**config.mk**
```make
export PLATFORM = sky130hd
export DESIGN_NAME = segdac_frontend
export DESIGN_NICKNAME = d
export VERILOG_FILES = /design/src/rtl/segdac_pkg.sv /design/src/rtl/segdac_retime.sv /design/src/rtl/segdac_therm.sv /design/src/rtl/segdac_order_map.sv /design/src/rtl/segdac_frontend.sv
export SDC_FILE = /design/constraint.sdc
export NUM_CORES = 1
export LEC_CHECK = 0
export ABC_AREA = 1
export ABC_CLOCK_PERIOD_IN_PS = 1300
export BUFFER_PORTS_ARGS = -buffer_cell sky130_fd_sc_hd__buf_2
export CAP_MARGIN = 20
export CORE_ASPECT_RATIO = 0.8
export CORE_MARGIN = 2
export CORE_UTILIZATION = 38
export CTS_CLUSTER_DIAMETER = 50
export DETAILED_ROUTE_END_ITERATION = 8
export GPL_ROUTABILITY_DRIVEN = 0
export PLACE_DENSITY_LB_ADDON = 0.1
export SYNTH_ARGS = -nofsm -noshare
export SYNTH_HDL_FRONTEND = slang
export SYNTH_SLANG_ARGS = --single-unit
export TNS_END_PERCENT = 100
```
**constraint.sdc**
```tcl
create_clock -name clk -period 1.3 [get_ports clk]
set_input_delay 0.13 -clock clk [delete_from_list [all_inputs] [get_ports clk]]
set_output_delay 0.13 -clock clk [all_outputs]
set_load 0.02 [all_outputs]
```
**src/rtl/segdac_pkg.sv**
```systemverilog
package segdac_pkg;

    typedef enum logic {
        ORD_SEQ = 1'b0,
        ORD_SYM = 1'b1
    } order_e;

    // Physical position (1-based) of the cell switched on at a given rank
    // (0-based) when the centre-out order is used over n cells.
    function automatic int sym_pos(input int rank, input int n);
        int c;
        c = (n + 1) / 2;
        if (rank == 0)
            return c;
        else if ((rank % 2) == 1)
            return c - (rank + 1) / 2;
        else
            return c + rank / 2;
    endfunction

endpackage

```
**src/rtl/segdac_retime.sv**
```systemverilog
module segdac_retime #(
    parameter int W = 4
) (
    input  logic         clk,
    input  logic         rst,
    input  logic         en,
    input  logic [W-1:0] d,
    output logic [W-1:0] q
);

    // One flop per control bit, cleared synchronously.
    always_ff @(posedge clk) begin
        if (rst)
            q <= '0;
        else if (en)
            q <= d;
    end

endmodule

```
**src/rtl/segdac_therm.sv**
```systemverilog
module segdac_therm #(
    parameter int MW = 3,
    localparam int N = (1 << MW) - 1
) (
    input  logic [MW-1:0] code,
    output logic [N-1:0]  therm
);

    // Rank r is on when the count exceeds r.
    for (genvar r = 0; r < N; r++) begin : g_rank
        assign therm[r] = (code > MW'(r));
    end

endmodule

```
**src/rtl/segdac_order_map.sv**
```systemverilog
module segdac_order_map
    import segdac_pkg::*;
#(
    parameter int N = 7
) (
    input  logic [N-1:0] therm,
    input  order_e       mode,
    output logic [N-1:0] vec
);

    logic [N-1:0] seq_v;
    logic [N-1:0] sym_v;

    // Route each rank to its physical position for both orders.
    for (genvar r = 0; r < N; r++) begin : g_rank
        localparam int P = sym_pos(r, N);
        assign seq_v[r]   = therm[r];
        assign sym_v[P-1] = therm[r];
    end

    always_comb begin
        unique case (mode)
            ORD_SEQ: vec = seq_v;
            ORD_SYM: vec = sym_v;
            default: vec = seq_v;
        endcase
    end

endmodule

```
**src/rtl/segdac_frontend.sv**
```systemverilog
module segdac_frontend
    import segdac_pkg::*;
#(
    parameter int MSB_W = 3,
    parameter int LSB_W = 3,
    localparam int DW = MSB_W + LSB_W,
    localparam int N  = (1 << MSB_W) - 1
) (
    input  logic          clk,
    input  logic          rst,
    input  logic          din_valid,
    input  logic [DW-1:0] din,
    input  logic          order_sel,
    output logic [N-1:0]  unit_en,
    output logic [LSB_W-1:0] bin_en
);

    logic [DW:0]        in_q;
    logic [N-1:0]       therm;
    logic [N-1:0]       map_v;
    order_e             mode;
    logic [N-1:0]       dec_q;
    logic [LSB_W-1:0]   lsb_q;
    logic [N+LSB_W-1:0] cell_q;

    // Stage 0: input register, loaded only with a valid word.
    segdac_retime #(.W(DW + 1)) u_in (
        .clk (clk),
        .rst (rst),
        .en  (din_valid),
        .d   ({order_sel, din}),
        .q   (in_q)
    );

    assign mode = order_e'(in_q[DW]);

    segdac_therm #(.MW(MSB_W)) u_therm (
        .code  (in_q[DW-1:LSB_W]),
        .therm (therm)
    );

    segdac_order_map #(.N(N)) u_map (
        .therm (therm),
        .mode  (mode),
        .vec   (map_v)
    );

    // Stage 1: decoder register and matching dummy delay on the binary bits.
    segdac_retime #(.W(N)) u_dec (
        .clk (clk),
        .rst (rst),
        .en  (1'b1),
        .d   (map_v),
        .q   (dec_q)
    );

    segdac_retime #(.W(LSB_W)) u_lsb_dly (
        .clk (clk),
        .rst (rst),
        .en  (1'b1),
        .d   (in_q[LSB_W-1:0]),
        .q   (lsb_q)
    );

    // Stage 2: per-cell retiming flops, all updated on one edge.
    segdac_retime #(.W(N + LSB_W)) u_cell (
        .clk (clk),
        .rst (rst),
        .en  (1'b1),
        .d   ({dec_q, lsb_q}),
        .q   (cell_q)
    );

    assign unit_en = cell_q[N+LSB_W-1:LSB_W];
    assign bin_en  = cell_q[LSB_W-1:0];

endmodule

```
=== After elaboration in Yosys (flattened, before gate mapping) ===
Index checks and enable logic that the tools add are counted.

* Add/sub/neg operators: 0
* Multipliers: 0
* Div/mod/pow operators: 0
* $lt $le $gt $ge: 7
* Equality and inequality tests: 0
* Shift-type cells: 0
* Mux-type cells: 1
* Bitwise gates (word level): 1
* Reduce and logical (&&, ||, !) cells: 0

{| class="wikitable"
|+ Operators with widths
! operator !! number
|-
| $pmux 7 s2 || 1
|-
| $gt 3x3->1 const B || 3
|-
| $gt 3x1->1 const B || 2
|-
| $gt 3x2->1 const B || 2
|-
| $not 1->1 || 1
|}

* Flip-flop bits (word level): 27
* Bits in latches: 0
* Memory bits (writable): 0
* ROM bits: 0
* Input port bits: 10
* Output and inout bits: 10
* Word-level logic and storage cells: 13
* Memories: 0

=== Longest topological paths before layout ===
Gate-level depths: netlist of run 1.

* Depth after elaboration: 2
* Gate-level depth with buffers: 4
* Mapped depth without buffers: 4

=== Hierarchy ===
From an unflattened synthesis of run 1, not the netlist that was laid out.

* Cell total of the unflattened synthesis: 202
* Area total of the unflattened synthesis: 1238.7 um2

{| class="wikitable"
|+ Modules (own cells, without submodules)
! module !! times used !! cells each !! area each (um2) !! seq. area each (um2)
|-
| segdac_retime (u_dec ...) || 2 || 44 || 286.5 || 140.1
|-
| segdac_retime (u_cell) || 1 || 63 || 419.2 || 200.2
|-
| segdac_retime (u_lsb_dly) || 1 || 19 || 120.1 || 60.1
|-
| segdac_order_map || 1 || 20 || 78.8 || 0.0
|-
| segdac_therm || 1 || 11 || 43.8 || 0.0
|-
| segdac_frontend || 1 || 1 || 3.8 || 0.0
|}

=== Worst setup path before layout of run 1 ===
No wires, ideal clock.

* Path kind: register to register
* Start: register u_in.q[5]
* End: register u_dec.q[6]
* Library setup time: 73 ps
* Arrival time: 672 ps
* Slack: 555 ps
* Stages on the path, launching flop included: 5
* Path buffers: 0
* Cells stage by stage: dfxtp_1 inv_1 nor2_1 inv_1 nor3_2

* Longest elaborated chain between the ends: 2

{| class="wikitable"
|+ Ends and longest elaborated chain
! element !! line !! RTL
|-
| from (decl) || segdac_retime.sv:8 || <nowiki>output logic [W-1:0] q</nowiki>
|-
| from (signal assigned) || segdac_retime.sv:14 || <nowiki>q <= '0;</nowiki>
|-
| from (signal assigned) || segdac_retime.sv:16 || <nowiki>q <= d;</nowiki>
|-
| $gt 3x3->1 || segdac_therm.sv:11 || <nowiki>assign therm[r] = (code > MW'(r));</nowiki>
|-
| $pmux 7 s2 || segdac_order_map.sv:22 || <nowiki>unique case (mode)</nowiki>
|-
| to (signal assigned) || segdac_retime.sv:14 ||
|-
| to (signal assigned) || segdac_retime.sv:16 ||
|-
| to (decl) || segdac_retime.sv:8 ||
|}

No other way between the ends. The select of a mux whose other input is x is not followed.
A chain may end at the register's enable or synchronous reset.

=== Final worst setup path of run 1 ===
* Start: register u_cell.q[8]
* End: output unit_en[5]

{| class="wikitable"
|+ RTL lines
! element !! line !! RTL
|-
| from (decl) || segdac_retime.sv:8 ||
|-
| from (signal assigned) || segdac_retime.sv:14 ||
|-
| from (signal assigned) || segdac_retime.sv:16 ||
|-
| to (decl) || segdac_frontend.sv:14 || <nowiki>output logic [N-1:0] unit_en,</nowiki>
|}

No word-level cell between the ends.

==> impl_results.md, run 1 <==
* Status: finished clean
* Mapped Cells at 99
* Most frequent cells in the layout: dfxtp_1, nor2_1, buf_2
* Worst EP arrival at 0.80 ns
* Reg area at 540.5 µm²
* Final Setup Violations at 0
* CTS Buffer Depth at 2
* Minimum clock period at 0.9264 ns
* Power, Total at 1.338 mW
* Crit path cell chain: buf_2
* CTS buffer count at 3
* MaxCap Viol Count at 0
* WL final at 1194 µm
* Library cells used by synthesis at 12
* Area Growth Syn to Fin at 15.27%
* GRT Resource Usage Total at 0.1037
* First-pass GRT wire length at 1980 µm
* Peak supply drop at 0.8717 mV
* Sw Share at 0.2350
* Comb power frac at 0.082
* CP top delay family: flip-flops
* Clock sink count at 27
* Final std cells w/o fill at 144
* Total grt overflow at 0
* DP Worst Slack at 0.4277 ns
* Cts repair resizes at 0
* CP Buf/Inv Count at 1
* Final nets at 130
* Final worst slack at 0.3736 ns
* Ant diodes at 0
* Synthesized flop and latch total at 27
* CP peak stage delay at 0.33 ns
* Startpoint types: flop
* Initial Utilization at 0.3982
* Total Neg Setup Slack at 0 ns
* Clk pwr share at 0.256
* Io pins at 20
* Most common cell after layout, fill and taps aside: dfxtp_1
* Routed len/inst at 8.292 µm
* Peak fanout along the critical path at 1
* H-tree levels at 1
* Largest net degree at the start of global routing at 16
* Antenna viol nets, final at 0
* DRC Markers at 0
* Reg clk slew, reported paths at 0.13 ns
* Synthesized area per cell at 8.607 µm²
* Vias at 602
* Vias/cell at 4.181
* Static leakage at 0.4643 nW
* Final hold vios at 0
* Core Region at 0.002140 mm²
* Fmax at 1079 MHz
* Clk_lat worst skew at 0.32 ns
* Final period util at 0.7127
* Drt pass-1 iters at 4
* Layout cell share with drive strength beyond 1 at 0.2185
* CP Capture Type: primary output
* Initial antenna violation count at 0
* Syn. warnings at 0
* Required @ worst endpoint at 1.17 ns
* Initial DRC count at 11
* Vias in the first global route at 449
* CTS root buf: clkbuf_4
* Mapped Nets at 109
* Die X at 56.94 µm
* HPWL Detailed at 833.3 µm
* Fillers at 214
* Hold_buf cts at 0
* Tightest Pin Transition at 0.3234 ns
* Multi-input gate area at 216.5 µm²
* Die Ht at 46.36 µm
* DP Cell Count at 140
* Sequential fraction of the synthesis area at 0.6344
* Synthesized area at 852.1 µm²
* Die ar. at 0.002639 mm²
* Slowest-stage cell, CP: dfxtp_1
* Hold Path Class: in2reg
* Pint at 1.024 mW
* Row cnt at 15
* Pwr dens at 1362 mW/mm²
* Worst slew margin at 0.7842
* Fin. max-slew vios at 0
* Post-CTS Setup Bufs at 0
* RSZ-0062 raised after global routing: no
* IO Port Bufs at 19
* P_sw at 314.5 µW
* Clock skew at 0.004390 ns
* Seq pwr share at 0.662
* CTS tree: yes
* CP Class: reg2out
[final cells by class]
type	instances	share of cell area
Clock buffer	3	0.02293
Clock inverter	1	0.005096
Inverter	19	0.07261
Multi-Input combinational cell	50	0.2204
Sequential cell	27	0.5503
Tap cell	25	0.03185
Timing Repair Buffer	19	0.09682
[sequential cells by signal (all words and copies together) (netlist names)]
signal       flops
u_lsb_dly.q      3
u_in.q           7
u_dec.q          7
u_cell.q        10
[logic make-up after synthesis]
family          Yosys count  share of synthesized area
flops                    27                     0.6344
compound gates           17                    0.09985
simple gates             33                     0.1542
buf+inv                  22                     0.1116
[per-layer routing]
layer / GRT usage / wire (µm) / up-vias
li1: - / - / 335
met1: 0.1199 / 576 / 247
met2: 0.1609 / 505 / 18
met3: 0.05899 / 99 / 2
met4: 0.04186 / 12 / 0
met5: 0 / 0 / -
[power groups by stage]
stage,sequential (mW),combinational [mW],clock (mW)
after floorplan,0.915,0.0671,0
after global placement,0.904,0.109,0
after detailed placement,0.904,0.111,0
after CTS,0.886,0.111,0.360
after global routing,0.891,0.129,0.393
final,0.886,0.109,0.343
[synth_stat cells]
cell / n / area (µm²)
buf_6: 1 / 11.26
nor2_1: 21 / 78.83
nand2_1: 10 / 37.54
inv_1: 17 / 63.81
nand3_1: 1 / 5.000
nor3_2: 1 / 10.01
buf_2: 1 / 5.000
clkbuf_4: 1 / 7.510
o21ai_0: 8 / 40.04
dfxtp_1: 27 / 540.5
a21oi_1: 9 / 45.04
inv_2: 2 / 7.510
[path summary, 6_finish.rpt]
| kind | startpoint | slack, ns | endpoint | cells past startpoint |
|---|---|---|---|---|
| max | u_cell.q[8]$_SDFF_PP0_ | 0.37 | unit_en[5] | 1 |
| min | order_sel | 0.03 | u_in.q[6]$_SDFFE_PP0P_ | 3 |
| max reg2reg | u_in.q[3]$_SDFFE_PP0P_ | 0.44 | u_dec.q[4]$_SDFF_PP0_ | 4 |
| min reg2reg | u_dec.q[1]$_SDFF_PP0_ | 0.41 | u_cell.q[4]$_SDFF_PP0_ | 2 |
[metrics by stage]
stage,utilization,area (µm²),hold slack [ns]
after floorplan,-,852.1,0.2012
after global placement,0.4462,954.7,0.3502
after detailed placement,0.4462,954.7,0.3643
after CTS,0.4591,982.2,0.02348
after global routing,0.4591,982.2,0.01859
final,0.4591,982.2,0.02870
Power figures use the tool's default switching activity.
==> run 2: changes to the inputs <==
Settings changed: ABC_CLOCK_PERIOD_IN_PS 1300 to 800.
Clock period 1.3 ns to 0.8 ns, I/O delays scaled along.
==> run 2 against run 1 <==
Net effect:
- the run now ends with negative setup slack left
- non-clock buffer count grew 7
- sequential cell count is the same
- first-iteration DRC count shrank 73%
- highest routed layer unchanged
- count of clock-buffer cells in the layout is the same
- cell count grew 4.9%
- critical path type unchanged
- sequential share of layout area shrank 6.6 points
- largest cell class unchanged
- utilization grew 8.2 points
- global-route usage grew 1.1 points
- die area is the same
==> impl_results.md, run 2 (synthesized netlist as in run 1, its figures left out) <==
* Clock skew at 0.006474 ns
* Worst EP arrival at 0.78 ns
* Vias at 637
* Fmax at 1159 MHz
* Die X at 56.94 µm
* Reg clk slew, reported paths at 0.14 ns
* Total grt overflow at 0
* Crit path cell chain: buf_6
* Final std cells w/o fill at 151
* CP peak stage delay at 0.34 ns
* Largest Register: u_cell.q
* Largest register FFs at 10
* Static leakage at 0.5091 nW
* Initial DRC count at 3
* Initial antenna violation count at 0
* Antenna viol nets, final at 0
* Startpoint types: flop
* Status: finished, violations left
* Required @ worst endpoint at 0.72 ns
* CTS Buffer Depth at 2
* CP Buf/Inv Count at 1
* Ant diodes at 0
* Layout cell share with drive strength beyond 1 at 0.4444
* Largest net degree at the start of global routing at 17
* Final nets at 137
* Die Ht at 46.36 µm
* Most frequent cells in the layout: nor2_1, inv_1, dfxtp_2, dfxtp_1, buf_6
* Failing checks: negative setup slack
* Busiest grt layer: met2
* Routed len/inst at 9.033 µm
* CP Class: reg2out
* Row cnt at 15
* CTS buffer count at 3
* Fin. max-slew vios at 0
* Final worst slack at -0.06287 ns
* Hold Path Class: in2reg
* GR Util met3 at 0.05056
* Peak fanout along the critical path at 1
* CP top delay family: flip-flops
* Met2 usage at 0.1816
* CTS tree: yes
* Final Setup Violations at 10
* Core Region at 0.002140 mm²
* Minimum clock period at 0.8629 ns
* Clock sink count at 27
* CTS root buf: clkbuf_4
* GR Util met1 at 0.1509
* Pwr dens at 1973 mW/mm²
* Initial Utilization at 0.3982
* Drt pass-1 iters at 2
* Die ar. at 0.002639 mm²
* Final hold vios at 0
* MaxCap Viol Count at 0
* GRT Resource Usage Total at 0.1148
* RSZ-0062 raised after global routing: yes
* Clk_lat worst skew at 0.32 ns
* Final Instance Area at 0.001157 mm²
* Final period util at 1.079
* Worst slew margin at 0.7812
* Area Growth Syn to Fin at 35.83%
* Top flop regs: u_cell.q (10), u_dec.q (7), u_in.q (7)
* First-pass GRT wire length at 2283 µm
* CP Capture Type: primary output
* Slowest-stage cell, CP: dfxtp_2
* Io pins at 20
* Vias/cell at 4.219
* DP Cell Count at 144
* H-tree levels at 1
* Placed inst area at 984.7 µm²
* Most common cell after layout, fill and taps aside: nor2_1
* Tightest Pin Transition at 0.3278 ns
* Peak supply drop at 1.277 mV
* HPWL Detailed at 929.8 µm
* DRC Markers at 0
* IO Port Bufs at 19
* Vias in the first global route at 544
* WL final at 1364 µm
==> run 2: area by class of cell <==
class                      count  area, µm²
clock buffer                   3      22.52
sequential                    27      560.5
timing repair buffer          26      219.0
inverter                      19      71.32
tap                           25      31.28
fill                         212      982.2
multi-input combinational     50      245.2
clock inverter                 1      7.507
==> run 2: path summary, 6_finish.rpt <==
path                             start                      to  slack (ns)  cells past startpoint
min reg2reg  u_lsb_dly.q[1]$_SDFF_PP0_  u_cell.q[1]$_SDFF_PP0_        0.40                      2
min                             din[0]  u_in.q[0]$_SDFFE_PP0P_        0.03                      3
max             u_cell.q[5]$_SDFF_PP0_              unit_en[2]       -0.06                      1
max reg2reg     u_in.q[4]$_SDFFE_PP0P_   u_dec.q[4]$_SDFF_PP0_        0.01                      4
==> run 2: stage by stage <==
stage               TNS [ns]  setup WS, ns  hold slack, ns  power, mW  utilization
finish               -0.6046      -0.06287         0.03206      2.283       0.5409
CTS                  -0.7298      -0.07547         0.02203      2.286       0.5211
detailed placement  -0.04520      -0.02483          0.3111      1.669       0.4602
global route          -1.128       -0.1079         0.03768      2.417       0.5409
global placement           0      0.009045          0.2995      1.665       0.4602
floorplan                  0       0.05489          0.1512      1.597            -
==> run 2: what timing repair did <==
action | CTS | global route
hold buffers | 2 | 0
buffers inserted | 0 | 1
pin swaps | 0 | 5
endpoints found under the hold margin | 1 | 0
setup endpoints to repair | 17 | 16
gates resized for setup | 34 | 14
==> run 2: power breakdown <==
| part | internal [mW] | total (mW) | switching (mW) |
|---|---|---|---|
| Sequential | 1.42 | 1.45 | 0.0336 |
| Clock | 0.191 | 0.579 | 0.388 |
| Combinational | 0.118 | 0.254 | 0.136 |
==> run 2: per-layer routing <==
metal / up-vias / part of all wire
li1: 353 / -
met1: 267 / 0.48
met2: 15 / 0.46
met3: 2 / 0.053
met4: 0 / 0.0066
met5: - / 0
==> run 2: worst register-to-register path: stages (launching register included) <==
cell and delay [ns]:
dfxtp_4 0.40, inv_2 0.06, nand2_2 0.10, nand2_2 0.06
a21oi_2 0.12
==> run 3: changes to the inputs <==
Settings changed: ABC_AREA 1 to unset.
==> run 3 against run 2 <==
Net effect:
- the run still ends with negative setup slack left
- highest routed layer unchanged
- synthesized cell count shrank 23%
- final area grew 3.4%
- cell count shrank 12%
- critical endpoint is now unit_en[5]
- critical path depth is the same
- register-to-register slack lost 0.03 ns
==> impl_results.md, run 3 <==
* Status: finished, violations left
* Failing checks: negative setup slack
* CTS Buffer Depth at 2
* Syn. warnings at 0
* Slowest-stage cell, CP: dfxtp_2
* Fmax at 1170 MHz
* Placed inst area at 999.7 µm²
* Routed len/inst at 9.113 µm
* Fin. max-slew vios at 0
* EDFF count, synth at 0
* Peak supply drop at 1.510 mV
* CP Capture Type: primary output
* Post-synth top area share at 0.6270
* Most common cell after layout, fill and taps aside: dfxtp_1
* Required @ worst endpoint at 0.72 ns
* Die ar. at 0.002668 mm²
* Row cnt at 15
* Clk_lat worst skew at 0.31 ns
* CP Class: reg2out
* CP Buf/Inv Count at 1
* R2r setup slk at -0.02 ns
* Initial Utilization at 0.3994
* Reg-to-Reg End: u_dec.q[4]$_SDFF_PP0_
* Synthesized area per cell at 11.34 µm²
* Initial DRC count at 4
* Startpoint types: flop
* Io pins at 20
* Fillers at 216
* Worst EP arrival at 0.77 ns
* CTS root buf: clkbuf_4
* Static leakage at 0.5151 nW
* Library cells used by synthesis at 16
* Reg2reg start: u_in.q[5]$_SDFFE_PP0P_
* Most frequent cells in the layout: dfxtp_1, nor2b_1, buf_6
* HPWL Detailed at 816.2 µm
* Final nets at 119
* Worst Reg-to-Reg Cells at 2
* First-pass GRT wire length at 2104 µm
* Mapped Cells at 76
* CP top delay family: flip-flops
* Busiest grt layer: met2
* Synth async-reset ratio at 0
* Largest Register: u_cell.q
* Total Neg Setup Slack at -0.5491 ns
* Die X at 57.25 µm
* Largest register FFs at 10
* CTS tree: yes
* Synthesized area at 862.1 µm²
* Final Instance Area at 0.001196 mm²
* Vias at 575
* IO Port Bufs at 19
* Hold Path Class: in2reg
* Ys flop type: dfxtp_1
* Hold path endpoint: u_cell.q[9]$_SDFF_PP0_
* Top flop regs: u_cell.q (10), u_dec.q (7), u_in.q (7)
* Total grt overflow at 0
* GR Util met1 at 0.1412
* Mapped Nets at 86
* MaxCap Viol Count at 0
* CTS buffer count at 3
* Reg clk slew, reported paths at 0.13 ns
* Clock skew at 0.001571 ns
* Top area cells in the synthesized netlist: dfxtp_1, nor2b_1, mux2i_1
* Peak fanout along the critical path at 1
* Synthesized flop and latch total at 27
* Reg area at 565.5 µm²
* Clock sink count at 27
* Met2 usage at 0.1517
* Multi-input gate area at 284.0 µm²
* Worst Hold Depth at 2
* Count leader, synth: dfxtp_1
* Die Ht at 46.60 µm
* WL final at 1212 µm
* Minimum clock period at 0.8546 ns
* Vias/cell at 4.323
* Tightest Pin Transition at 0.2064 ns
* Final worst slack at -0.05458 ns
* Pwr dens at 1848 mW/mm²
* Crit path cell chain: buf_6
* Final Setup Violations at 12
* Sequential fraction of the synthesis area at 0.6270
* Drt pass-1 iters at 2
* Antenna viol nets, final at 0
* Synth top cells by count: dfxtp_1, nor2b_1, nor2_1
* GR Util met3 at 0.05056
* Largest net degree at the start of global routing at 16
* Vias in the first global route at 477
* Layout cell share with drive strength beyond 1 at 0.4352
* Core Region at 0.002158 mm²
* Area leader, netlist: dfxtp_1
* H-tree levels at 1
* Hold Path Origin: rst
* Final hold vios at 0
* Final period util at 1.068
* RSZ-0062 raised after global routing: yes
* CP peak stage delay at 0.34 ns
* GRT Resource Usage Total at 0.1071
* Area Growth Syn to Fin at 38.75%
* Initial antenna violation count at 0
* Ant diodes at 0
* Worst slew margin at 0.8624
* DRC Markers at 0
* Post-CTS Setup Bufs at 0
==> run 3: repair_timing <==
action | 4_1_cts | 5_1_grt
setup endpoints to repair | 17 | 17
gates resized for setup | 36 | 5
hold buffers | 7 | 0
pin swaps | 2 | 2
hold endpoints to repair | 7 | 0
==> run 3: worst max-delay path by stage <==
stage	from	end	slack, ns	cells after the start
CTS	u_cell.q[7]$_SDFF_PP0_	unit_en[4]	-0.07	1
detailed placement	u_in.q[4]$_SDFFE_PP0P_	u_dec.q[0]$_SDFF_PP0_	-0.04	2
global route	u_cell.q[8]$_SDFF_PP0_	unit_en[5]	-0.11	1
global placement	u_in.q[4]$_SDFFE_PP0P_	u_dec.q[0]$_SDFF_PP0_	-0.02	2
floorplan	u_in.q[4]$_SDFFE_PP0P_	u_dec.q[0]$_SDFF_PP0_	0.008	3
finish	u_cell.q[8]$_SDFF_PP0_	unit_en[5]	-0.05	1
==> run 3: layer usage <==
metal,wire length [µm],vias up
met3,74,5
li1,-,309
met5,0,-
met4,17,0
met2,501,15
met1,618,246
==> run 3: final cells by class <==
| cell class | count | share of cell area |
|---|---|---|
| clock buffers | 3 | 0.01883 |
| clock inverters | 1 | 0.004184 |
| inverters | 2 | 0.006276 |
| multi-input cells | 43 | 0.2374 |
| flip-flops and latches | 27 | 0.4728 |
| well taps | 25 | 0.02615 |
| repair buffers | 32 | 0.2343 |
==> run 3: power by group <==
part	internal, mW	switching [mW]
Combinational	0.135	0.0962
Sequential	1.40	0.0321
Clock	0.187	0.363
Total	1.72	0.491
==> run 3: metrics by stage <==
step	power, mW	utilization	hold WS, ns	cells	worst slack [ns]
finish	2.211	0.5542	0.06060	133	-0.05458
global route	2.348	0.5542	0.05727	133	-0.1053
CTS	2.252	0.5478	0.05589	133	-0.07167
detailed placement	1.642	0.4632	0.3259	122	-0.04311
global placement	1.639	0.4632	0.3132	122	-0.01981
floorplan	1.577	-	0.1516	76	0.008272
==> run 3: kinds of logic after synthesis <==
family,Yosys count,share of synthesized area
DFF,27,0.6270
AOI/OAI and AO/OA,9,0.07692
buffers and inverters,6,0.04790
and+or+nand+nor,27,0.1669
muxes,7,0.08128
